## config.mk

```make
export PLATFORM = sky130hd
export DESIGN_NAME = qenc_poscnt
export DESIGN_NICKNAME = d
export VERILOG_FILES = /design/src/rtl/qenc_pkg.sv /design/src/rtl/qenc_sync.sv /design/src/rtl/qenc_decode.sv /design/src/rtl/qenc_stepgen.sv /design/src/rtl/qenc_poscnt.sv
export SDC_FILE = /design/constraint.sdc
export NUM_CORES = 1
export LEC_CHECK = 0
export ABC_AREA = 1
export BUFFER_PORTS_ARGS = -buffer_cell sky130_fd_sc_hd__buf_4
export CORE_UTILIZATION = 51
export DETAILED_ROUTE_END_ITERATION = 10
export PLACE_DENSITY = 0.87
export SYNTH_ARGS = -nofsm -noshare
export SYNTH_HDL_FRONTEND = slang
export SYNTH_HIERARCHICAL = 1
export SYNTH_SLANG_ARGS = --single-unit
```

## constraint.sdc

```tcl
create_clock -name clk -period 3.2 [get_ports clk]
set_clock_uncertainty 0.15 [all_clocks]
set_input_delay 0.64 -clock clk [delete_from_list [all_inputs] [get_ports clk]]
set_output_delay 0.64 -clock clk [all_outputs]
set_load 0.03 [all_outputs]
```

## src/rtl/qenc_pkg.sv

```systemverilog
package qenc_pkg;

    typedef enum logic [1:0] {
        CM_QUAD    = 2'b00,
        CM_EXTDIR  = 2'b01,
        CM_EXTGATE = 2'b10,
        CM_TIMER   = 2'b11
    } ctl_mode_e;

    typedef enum logic [2:0] {
        IM_NONE        = 3'b000,
        IM_IDX_CLR     = 3'b001,
        IM_NEXT_LOAD   = 3'b010,
        IM_HOME1_LOAD  = 3'b011,
        IM_HOME2_LOAD  = 3'b100,
        IM_CMP_CLR     = 3'b101,
        IM_MOD         = 3'b110,
        IM_MOD_IDX_CLR = 3'b111
    } init_mode_e;

    // Maximum timer division exponent is 7, so the prescaler needs 7 bits.
    localparam int unsigned PRE_W = 7;

endpackage

```

## src/rtl/qenc_sync.sv

```systemverilog
module qenc_sync #(
    parameter int unsigned WIDTH = 1
) (
    input  logic             clk,
    input  logic             rst_n,
    input  logic [WIDTH-1:0] din,
    output logic [WIDTH-1:0] dout
);
    typedef struct packed {
        logic [WIDTH-1:0] st1;
        logic [WIDTH-1:0] st2;
    } sync_t;

    sync_t s_d, s_q;

    always_comb begin
        s_d     = s_q;
        s_d.st1 = din;
        s_d.st2 = s_q.st1;
    end

    always_ff @(posedge clk or negedge rst_n) begin
        if (!rst_n) s_q <= '0;
        else        s_q <= s_d;
    end

    assign dout = s_q.st2;
endmodule

```

## src/rtl/qenc_decode.sv

```systemverilog
module qenc_decode (
    input  logic clk,
    input  logic rst_n,
    input  logic a_s,
    input  logic b_s,
    input  logic inv_a,
    input  logic inv_b,
    input  logic swap_ab,
    output logic a_m,
    output logic b_m,
    output logic q_up,
    output logic q_dn,
    output logic a_rise
);
    typedef struct packed {
        logic [1:0] ab_prev;
    } dec_t;

    dec_t d_d, d_q;
    logic a_pol, b_pol;
    logic [1:0] diff;

    // Position of a {A,B} code along the forward Gray cycle.
    function automatic logic [1:0] gray_pos(input logic [1:0] ab);
        case (ab)
            2'b00:   gray_pos = 2'd0;
            2'b01:   gray_pos = 2'd1;
            2'b11:   gray_pos = 2'd2;
            default: gray_pos = 2'd3;
        endcase
    endfunction

    always_comb begin
        a_pol = a_s ^ inv_a;
        b_pol = b_s ^ inv_b;
        a_m   = swap_ab ? b_pol : a_pol;
        b_m   = swap_ab ? a_pol : b_pol;

        diff   = gray_pos({a_m, b_m}) - gray_pos(d_q.ab_prev);
        q_up   = (diff == 2'd1);
        q_dn   = (diff == 2'd3);
        a_rise = a_m & ~d_q.ab_prev[1];

        d_d         = d_q;
        d_d.ab_prev = {a_m, b_m};
    end

    always_ff @(posedge clk or negedge rst_n) begin
        if (!rst_n) d_q <= '0;
        else        d_q <= d_d;
    end
endmodule

```

## src/rtl/qenc_stepgen.sv

```systemverilog
module qenc_stepgen
    import qenc_pkg::*;
(
    input  logic       clk,
    input  logic       rst_n,
    input  logic       en,
    input  logic [1:0] ctl_mode,
    input  logic [2:0] prescale,
    input  logic       dir_neg,
    input  logic       gate_en,
    input  logic       gate_s,
    input  logic       a_rise,
    input  logic       b_m,
    input  logic       q_up,
    input  logic       q_dn,
    output logic       step_up,
    output logic       step_dn
);
    typedef struct packed {
        logic [PRE_W-1:0] div_cnt;
    } pre_t;

    pre_t p_d, p_q;
    ctl_mode_e  cm;
    logic       gate_ok;
    logic       run_tmr;
    logic       tmr_tick;
    logic [PRE_W-1:0] limit;
    logic       raw_up, raw_dn;

    always_comb begin
        cm      = ctl_mode_e'(ctl_mode);
        gate_ok = !(gate_en || cm == CM_EXTGATE) || gate_s;
        run_tmr = en && (cm == CM_TIMER) && gate_ok;
        limit   = PRE_W'((8'd1 << prescale) - 8'd1);
        tmr_tick = run_tmr && (p_q.div_cnt >= limit);

        p_d = p_q;
        if (run_tmr) begin
            if (tmr_tick) p_d.div_cnt = '0;
            else          p_d.div_cnt = p_q.div_cnt + PRE_W'(1);
        end

        raw_up = 1'b0;
        raw_dn = 1'b0;
        case (cm)
            CM_QUAD: begin
                raw_up = dir_neg ? q_dn : q_up;
                raw_dn = dir_neg ? q_up : q_dn;
            end
            CM_EXTDIR: begin
                raw_up = a_rise & ~b_m;
                raw_dn = a_rise &  b_m;
            end
            CM_EXTGATE: begin
                raw_up = a_rise & ~dir_neg;
                raw_dn = a_rise &  dir_neg;
            end
            default: begin
                raw_up = tmr_tick & ~dir_neg;
                raw_dn = tmr_tick &  dir_neg;
            end
        endcase

        step_up = raw_up && en && gate_ok;
        step_dn = raw_dn && en && gate_ok;
    end

    always_ff @(posedge clk or negedge rst_n) begin
        if (!rst_n) p_q <= '0;
        else        p_q <= p_d;
    end
endmodule

```

## src/rtl/qenc_poscnt.sv

```systemverilog
module qenc_poscnt
    import qenc_pkg::*;
#(
    parameter int unsigned CNT_W = 32
) (
    input  logic             clk,
    input  logic             rst_n,
    input  logic             en,
    input  logic [1:0]       ctl_mode,
    input  logic [2:0]       init_mode,
    input  logic [1:0]       match_ab,
    input  logic [2:0]       prescale,
    input  logic             dir_neg,
    input  logic             gate_en,
    input  logic             swap_ab,
    input  logic             inv_a,
    input  logic             inv_b,
    input  logic [CNT_W-1:0] init_val,
    input  logic [CNT_W-1:0] cmp_val,
    input  logic [CNT_W-1:0] mod_lo,
    input  logic [CNT_W-1:0] mod_hi,
    input  logic             cnt_wr,
    input  logic [CNT_W-1:0] cnt_wr_data,
    input  logic             enc_a,
    input  logic             enc_b,
    input  logic             enc_idx,
    input  logic             enc_home,
    input  logic             ext_gate,
    output logic [CNT_W-1:0] pos
);
    localparam int unsigned SYNC_W = 5;

    typedef struct packed {
        logic [CNT_W-1:0] pos;
        logic             idx_prev;
        logic             home_prev;
        logic [2:0]       mode_prev;
        logic             armed;
        logic             home_seen;
        logic             idx_once;
    } st_t;

    st_t s_d, s_q;

    logic a_s, b_s, idx_s, home_s, gate_s;
    logic a_m, b_m, q_up, q_dn, a_rise;
    logic step_up, step_dn;
    logic idx_evt, home_evt, policy_on;
    ctl_mode_e  cm;
    init_mode_e im;
    logic [CNT_W-1:0] stepped;

    qenc_sync #(.WIDTH(SYNC_W)) u_sync (
        .clk  (clk),
        .rst_n(rst_n),
        .din  ({enc_a, enc_b, enc_idx, enc_home, ext_gate}),
        .dout ({a_s, b_s, idx_s, home_s, gate_s})
    );

    qenc_decode u_dec (
        .clk    (clk),
        .rst_n  (rst_n),
        .a_s    (a_s),
        .b_s    (b_s),
        .inv_a  (inv_a),
        .inv_b  (inv_b),
        .swap_ab(swap_ab),
        .a_m    (a_m),
        .b_m    (b_m),
        .q_up   (q_up),
        .q_dn   (q_dn),
        .a_rise (a_rise)
    );

    qenc_stepgen u_step (
        .clk     (clk),
        .rst_n   (rst_n),
        .en      (en),
        .ctl_mode(ctl_mode),
        .prescale(prescale),
        .dir_neg (dir_neg),
        .gate_en (gate_en),
        .gate_s  (gate_s),
        .a_rise  (a_rise),
        .b_m     (b_m),
        .q_up    (q_up),
        .q_dn    (q_dn),
        .step_up (step_up),
        .step_dn (step_dn)
    );

    always_comb begin
        cm = ctl_mode_e'(ctl_mode);
        im = init_mode_e'(init_mode);
        policy_on = en && (cm == CM_QUAD || cm == CM_EXTDIR);

        idx_evt  = policy_on && idx_s && !s_q.idx_prev &&
                   ((cm == CM_EXTDIR) || ({a_m, b_m} == match_ab));
        home_evt = policy_on && home_s && !s_q.home_prev;

        if (step_up)      stepped = s_q.pos + CNT_W'(1);
        else if (step_dn) stepped = s_q.pos - CNT_W'(1);
        else              stepped = s_q.pos;

        s_d           = s_q;
        s_d.idx_prev  = idx_s;
        s_d.home_prev = home_s;
        s_d.mode_prev = init_mode;
        s_d.pos       = stepped;

        if (policy_on) begin
            case (im)
                IM_IDX_CLR: begin
                    if (idx_evt) s_d.pos = '0;
                end
                IM_NEXT_LOAD: begin
                    if (idx_evt && s_q.armed) begin
                        s_d.pos   = init_val;
                        s_d.armed = 1'b0;
                    end
                end
                IM_HOME1_LOAD: begin
                    if (home_evt) begin
                        s_d.home_seen = 1'b1;
                    end else if (idx_evt && s_q.armed && s_q.home_seen) begin
                        s_d.pos   = init_val;
                        s_d.armed = 1'b0;
                    end
                end
                IM_HOME2_LOAD: begin
                    if (home_evt) begin
                        s_d.home_seen = 1'b1;
                        s_d.idx_once  = 1'b0;
                    end else if (idx_evt && s_q.armed && s_q.home_seen) begin
                        if (s_q.idx_once) begin
                            s_d.pos   = init_val;
                            s_d.armed = 1'b0;
                        end else begin
                            s_d.idx_once = 1'b1;
                        end
                    end
                end
                IM_CMP_CLR: begin
                    if (s_q.pos == cmp_val) s_d.pos = '0;
                end
                IM_MOD, IM_MOD_IDX_CLR: begin
                    if (step_up && s_q.pos == mod_hi) s_d.pos = mod_lo;
                    if (step_dn && s_q.pos == mod_lo) s_d.pos = mod_hi;
                    if (im == IM_MOD_IDX_CLR && idx_evt) s_d.pos = '0;
                end
                default: ;
            endcase
        end

        if (init_mode != s_q.mode_prev) begin
            s_d.armed     = 1'b1;
            s_d.home_seen = 1'b0;
            s_d.idx_once  = 1'b0;
        end

        if (cnt_wr) s_d.pos = cnt_wr_data;
    end

    always_ff @(posedge clk or negedge rst_n) begin
        if (!rst_n) begin
            s_q       <= '0;
            s_q.armed <= 1'b1;
        end else begin
            s_q <= s_d;
        end
    end

    assign pos = s_q.pos;
endmodule

```

==> impl_metrics.xml <==
<?xml version="1.0" encoding="UTF-8"?>
<metrics>
  <group name="worst_setup_path">
    <metric name="worst_path_max_delay_cell" unit="">dfrtp_1</metric>
    <metric name="critical_path.top_delay_family" unit="">simple AND/OR/NAND/NOR gates</metric>
    <metric name="critPathLaunchType" unit="">flop</metric>
    <metric name="critical_path.max_fanout" unit="">6</metric>
    <metric name="critPathLaunch" unit="">u_sync/dout[3]$_DFF_PN0_</metric>
    <metric name="crit_arrival" unit="ps">3900</metric>
    <metric name="timing.setup.critical_path_class" unit="">flop to flop</metric>
    <metric name="timing.reg2reg.setup_slack" unit="ps">-610</metric>
    <metric name="r2r_endpoint" unit="">pos[13]$_DFF_PN0_</metric>
    <metric name="crit_required" unit="ps">3290</metric>
    <metric name="cp_endpoint" unit="">pos[13]$_DFF_PN0_</metric>
    <metric name="cp_num_buf_inv" unit="">6</metric>
    <metric name="max_stage_delay" unit="ps">400</metric>
    <metric name="worst_r2r_path_depth" unit="">32</metric>
    <metric name="cp_num_cells" unit="">32</metric>
    <metric name="crit_path_end_kind" unit="">flop</metric>
    <metric name="r2r-start" unit="">u_sync/dout[3]$_DFF_PN0_</metric>
    <metric name="worst_path_most_repeated_cell" unit="">nand2_1</metric>
  </group>
  <group name="power_and_ir_drop">
    <metric name="power.leakage" unit="nW">6.510</metric>
    <metric name="power.density" unit="mW/mm^2">349.0</metric>
    <metric name="total_switching_power" unit="mW">1.801</metric>
    <metric name="clkPwrFrac" unit="">0.287</metric>
    <metric name="power_frac_comb" unit="">0.472</metric>
    <metric name="seqPwrFrac" unit="">0.241</metric>
    <metric name="power_report.internal_total" unit="mW">2.393</metric>
    <metric name="peakVddDrop" unit="mV">0.3203</metric>
    <metric name="power_switching_share" unit="">0.4295</metric>
  </group>
  <group name="job">
    <metric name="drv_cap" unit="">0</metric>
  </group>
  <group name="floorplan">
    <metric name="dieArea" unit="sq mm">0.01803</metric>
    <metric name="fp.dieH" unit="um">134.3</metric>
    <metric name="die_w" unit="um">134.3</metric>
    <metric name="placementRows" unit="">47</metric>
    <metric name="ioPinCount" unit="">216</metric>
    <metric name="floorplan.initialDensity" unit="">0.5306</metric>
    <metric name="core_area" unit="sq mm">0.01682</metric>
  </group>
  <group name="synth">
    <metric name="async_reset_ff_frac" unit="">1.000</metric>
    <metric name="synthDominantCellAreaShare" unit="">0.2444</metric>
    <metric name="synth_largest_area_cell" unit="">nand2_1</metric>
    <metric name="synth_cells" unit="">1594</metric>
    <metric name="synth_top_flop_cell" unit="">dfrtp_1</metric>
    <metric name="ys_ff_latch" unit="">59</metric>
    <metric name="synth.yosys.seq_area_share" unit="">0.1656</metric>
    <metric name="syn_area" unit="sq mm">0.008924</metric>
    <metric name="netlist-cell-type-count" unit="">53</metric>
    <metric name="mappedNetlistNets" unit="">1795</metric>
    <metric name="cell_types_occupying_the_most_area_after_synthesis" unit="">nand2_1 24%, dfrtp_1 16%, inv_1 7.4%</metric>
    <metric name="syn_area_per_cell" unit="sq um">5.598</metric>
    <metric name="synth-warning-count" unit="">6</metric>
    <metric name="post_synth_edffs" unit="">0</metric>
  </group>
  <group name="drt">
    <metric name="viasPerCell" unit="">5.802</metric>
    <metric name="detail_route.wirelength" unit="mm">39.71</metric>
    <metric name="dr_total_vias" unit="">12060</metric>
    <metric name="drt-pass1-iter-count" unit="">7</metric>
    <metric name="ant_nets" unit="">0</metric>
    <metric name="violation_count_after_the_first_detailed_routing_iteration" unit="">1698</metric>
    <metric name="post-route-drc-count" unit="">0</metric>
    <metric name="detail_route.wl_per_cell" unit="um">19.10</metric>
  </group>
  <group name="timing">
    <metric name="max_slew_margin" unit="">0.4248</metric>
    <metric name="slack_of_the_critical_path" unit="ps">-613.2</metric>
    <metric name="layout_worst_path_cycle_share" unit="">1.192</metric>
    <metric name="setup-tns-final" unit="ps">-16540</metric>
    <metric name="setup_repair_after_global_routing_missed_its_margin" unit="">true</metric>
    <metric name="timing.final.setup_violations" unit="">32</metric>
    <metric name="worst_pin_slew" unit="ps">862.9</metric>
    <metric name="final.min_clock_period" unit="ps">3813</metric>
    <metric name="timing.final.hold_violations" unit="">0</metric>
    <metric name="final-max-slew-violation-count" unit="">0</metric>
    <metric name="max_freq" unit="GHz">0.2622</metric>
  </group>
  <group name="clock_network">
    <metric name="cts_htree_levels" unit="">3</metric>
    <metric name="insertion_delay" unit="ps">350</metric>
    <metric name="cts_buffer_count" unit="">9</metric>
    <metric name="cts_sinks" unit="">59</metric>
    <metric name="cts.path.max_buffers" unit="">2</metric>
    <metric name="clock_tree.root_cell" unit="">clkbuf_16</metric>
    <metric name="clock_pin_slew_on_the_worst_setup_and_hold_paths" unit="ps">70</metric>
    <metric name="holdBufCountCts" unit="">0</metric>
    <metric name="cts_tree" unit="">done</metric>
  </group>
  <group name="global_route">
    <metric name="grt_remaining_overflow" unit="">0</metric>
    <metric name="global_route_wire_length_before_repair" unit="mm">59.00</metric>
    <metric name="grt_max_degree" unit="">60</metric>
    <metric name="globalRouteTotalUtil" unit="">0.4297</metric>
    <metric name="initial_antenna_violation_count" unit="">1</metric>
    <metric name="grt_pass1_vias" unit="">11120</metric>
  </group>
  <group name="cells_and_area">
    <metric name="areaGrowthSynthToFinish" unit="%">34.66</metric>
    <metric name="multiInputGateArea" unit="sq mm">0.006422</metric>
    <metric name="seq_area" unit="sq mm">0.001478</metric>
    <metric name="n_fill_cell" unit="">1512</metric>
    <metric name="layout_cells_sized_above_1" unit="">0.2906</metric>
    <metric name="nNetsFinal" unit="">2054</metric>
    <metric name="stdcell_area" unit="sq mm">0.01202</metric>
  </group>
  <group name="min_path">
    <metric name="holdCritPathClass" unit="">flop to flop</metric>
  </group>
  <group name="placement">
    <metric name="detailed_place_hpwl" unit="mm">31.51</metric>
    <metric name="place_area" unit="sq mm">0.01111</metric>
    <metric name="final_estimated_routing_congestion_in_global_placement" unit="">1.069</metric>
    <metric name="io_buffer_count" unit="">215</metric>
  </group>
  <group name="status">
    <metric name="failed_checks" unit="">setup timing</metric>
    <metric name="status" unit="">finished with violations</metric>
  </group>
</metrics>
==> logic make-up (layout without fill, tap and decap cells) <==
family | count (synthesis) | after routing | share of synthesized area
buf+inv | 295 | 559 | 0.1575
fa+ha+maj | 17 | 17 | 0.02384
simple gates | 997 | 997 | 0.4847
flops | 59 | 59 | 0.1656
other cells | 0 | 1 | 0
xor+xnor | 65 | 65 | 0.06926
compound gates | 161 | 161 | 0.09913
==> sequential cells by signal, indices dropped and copies added, names as in the netlist <==
name,flops
pos,32
s_q,8
u_dec/d_q,2
u_step/p_q,7
u_sync/dout,5
u_sync/s_d,5
==> worst reg2reg max path, delay by kind of cell (launching register included) <==
kind	cells	cell delay, ps
AND/OR/NAND/NOR	16	1230
AO/OA/AOI/OAI	8	920
buffers and inverters	6	650
flip-flops	1	400
adder cells (fa/ha/maj)	1	200
XOR/XNOR	1	160
==> synth_stat cells (11+ instances only) <==
| master | number |
|---|---|
| buf_4 | 54 |
| nand4_1 | 45 |
| inv_1 | 177 |
| o21ai_1 | 11 |
| buf_2 | 14 |
| dfrtp_1 | 58 |
| nand2_2 | 15 |
| inv_2 | 23 |
| a21oi_1 | 68 |
| nand3_1 | 106 |
| xor2_1 | 31 |
| nor2_1 | 172 |
| clkbuf_1 | 11 |
| xnor2_1 | 29 |
| o21ai_0 | 55 |
| or2_2 | 14 |
| ha_1 | 17 |
| nor3_1 | 13 |
| nand2_1 | 581 |
==> timing repair <==
action | 4_1_cts | 5_1_grt
buffers inserted | 8 | 8
gates resized for setup | 57 | 79
pin swaps | 25 | 29
cloned | 0 | 1
setup endpoints to repair | 32 | 32
==> area by class of cell <==
type | instances | area share
Multi-Input combinational cell | 1240 | 0.5345
Sequential cell | 59 | 0.1230
Inverter | 205 | 0.06570
Tap cell | 220 | 0.02291
Timing Repair Buffer | 338 | 0.2247
Clock buffer | 9 | 0.01874
Clock inverter | 7 | 0.01031
Antenna cell | 1 | 0.0002082
==> power by group through the flow <==
stage	Clock, mW	Combinational [mW]	Sequential (mW)
5_1_grt	1.23	2.14	1.01
6_report	1.20	1.98	1.01
3_3_place_gp	0	1.80	1.01
3_5_place_dp	0	1.83	1.01
2_1_floorplan	0	1.26	0.902
4_1_cts	1.20	1.86	0.996
==> metrics by stage <==
stage | total power [mW] | setup WS (ps) | instances | hold WS [ps] | utilization
after floorplan | 2.159 | -292.7 | 1594 | 181.2 | -
after global placement | 2.811 | -816.0 | 2045 | 183.8 | 0.6606
after detailed placement | 2.844 | -944.3 | 2045 | 186.3 | 0.6606
after CTS | 4.057 | -504.4 | 2069 | 200.5 | 0.6949
after global routing | 4.380 | -825.8 | 2078 | 210.4 | 0.7143
final | 4.194 | -613.2 | 2079 | 199.6 | 0.7145
==> cell usage in the layout (no fill, tap or decap), types with 3 or more instances in the layout <==
cell and instances:
nand2_1 556, buf_4 311, inv_1 171, nor2_1 167, nand3_1 94, dfrtp_1 58
a21oi_1 53, nand4_1 45, nand2_2 38, inv_2 29, xor2_1 29, xnor2_1 29
o21ai_0 29, o21ai_1 23, buf_6 20, a21oi_2 17, ha_1 16, o21ai_2 14
or2_2 14, nand3_2 13, nor3_1 12, nor2_2 9, nor2_4 9, a31oi_1 9
clkbuf_16 9, nand2_4 8, buf_12 7, nand3_4 6, and2_1 6, nor3_2 4
nand3b_1 4, xnor2_2 4, nor4_1 3, o21ai_4 3, o211ai_1 3, bufinv_16 3
==> metal layers <==
metal  share of wire  vias up  GRT usage  wire length, um
met2            0.42      990     0.6445            16830
li1                -     5484          -                -
met3            0.15      190     0.1247             5841
met4           0.047        0     0.1779             1876
met5               0        -          0                0
met1            0.38     5398     0.5746            15160
==> how the worst min path moves through the flow <==
stage | cells past startpoint | startpoint | to | slack, ps
2_1_floorplan | 0 | u_sync/s_d[0]$_DFF_PN0_ | u_sync/dout[0]$_DFF_PN0_ | 180
3_5_place_dp | 0 | u_sync/s_d[0]$_DFF_PN0_ | u_sync/dout[0]$_DFF_PN0_ | 190
6_report | 0 | u_sync/s_d[0]$_DFF_PN0_ | u_sync/dout[0]$_DFF_PN0_ | 200
3_3_place_gp | 0 | u_sync/s_d[3]$_DFF_PN0_ | u_sync/dout[3]$_DFF_PN0_ | 180
4_1_cts | 0 | u_sync/s_d[0]$_DFF_PN0_ | u_sync/dout[0]$_DFF_PN0_ | 200
5_1_grt | 0 | u_sync/s_d[3]$_DFF_PN0_ | u_sync/dout[3]$_DFF_PN0_ | 210
Note: power is estimated with default switching activity, not from simulation.
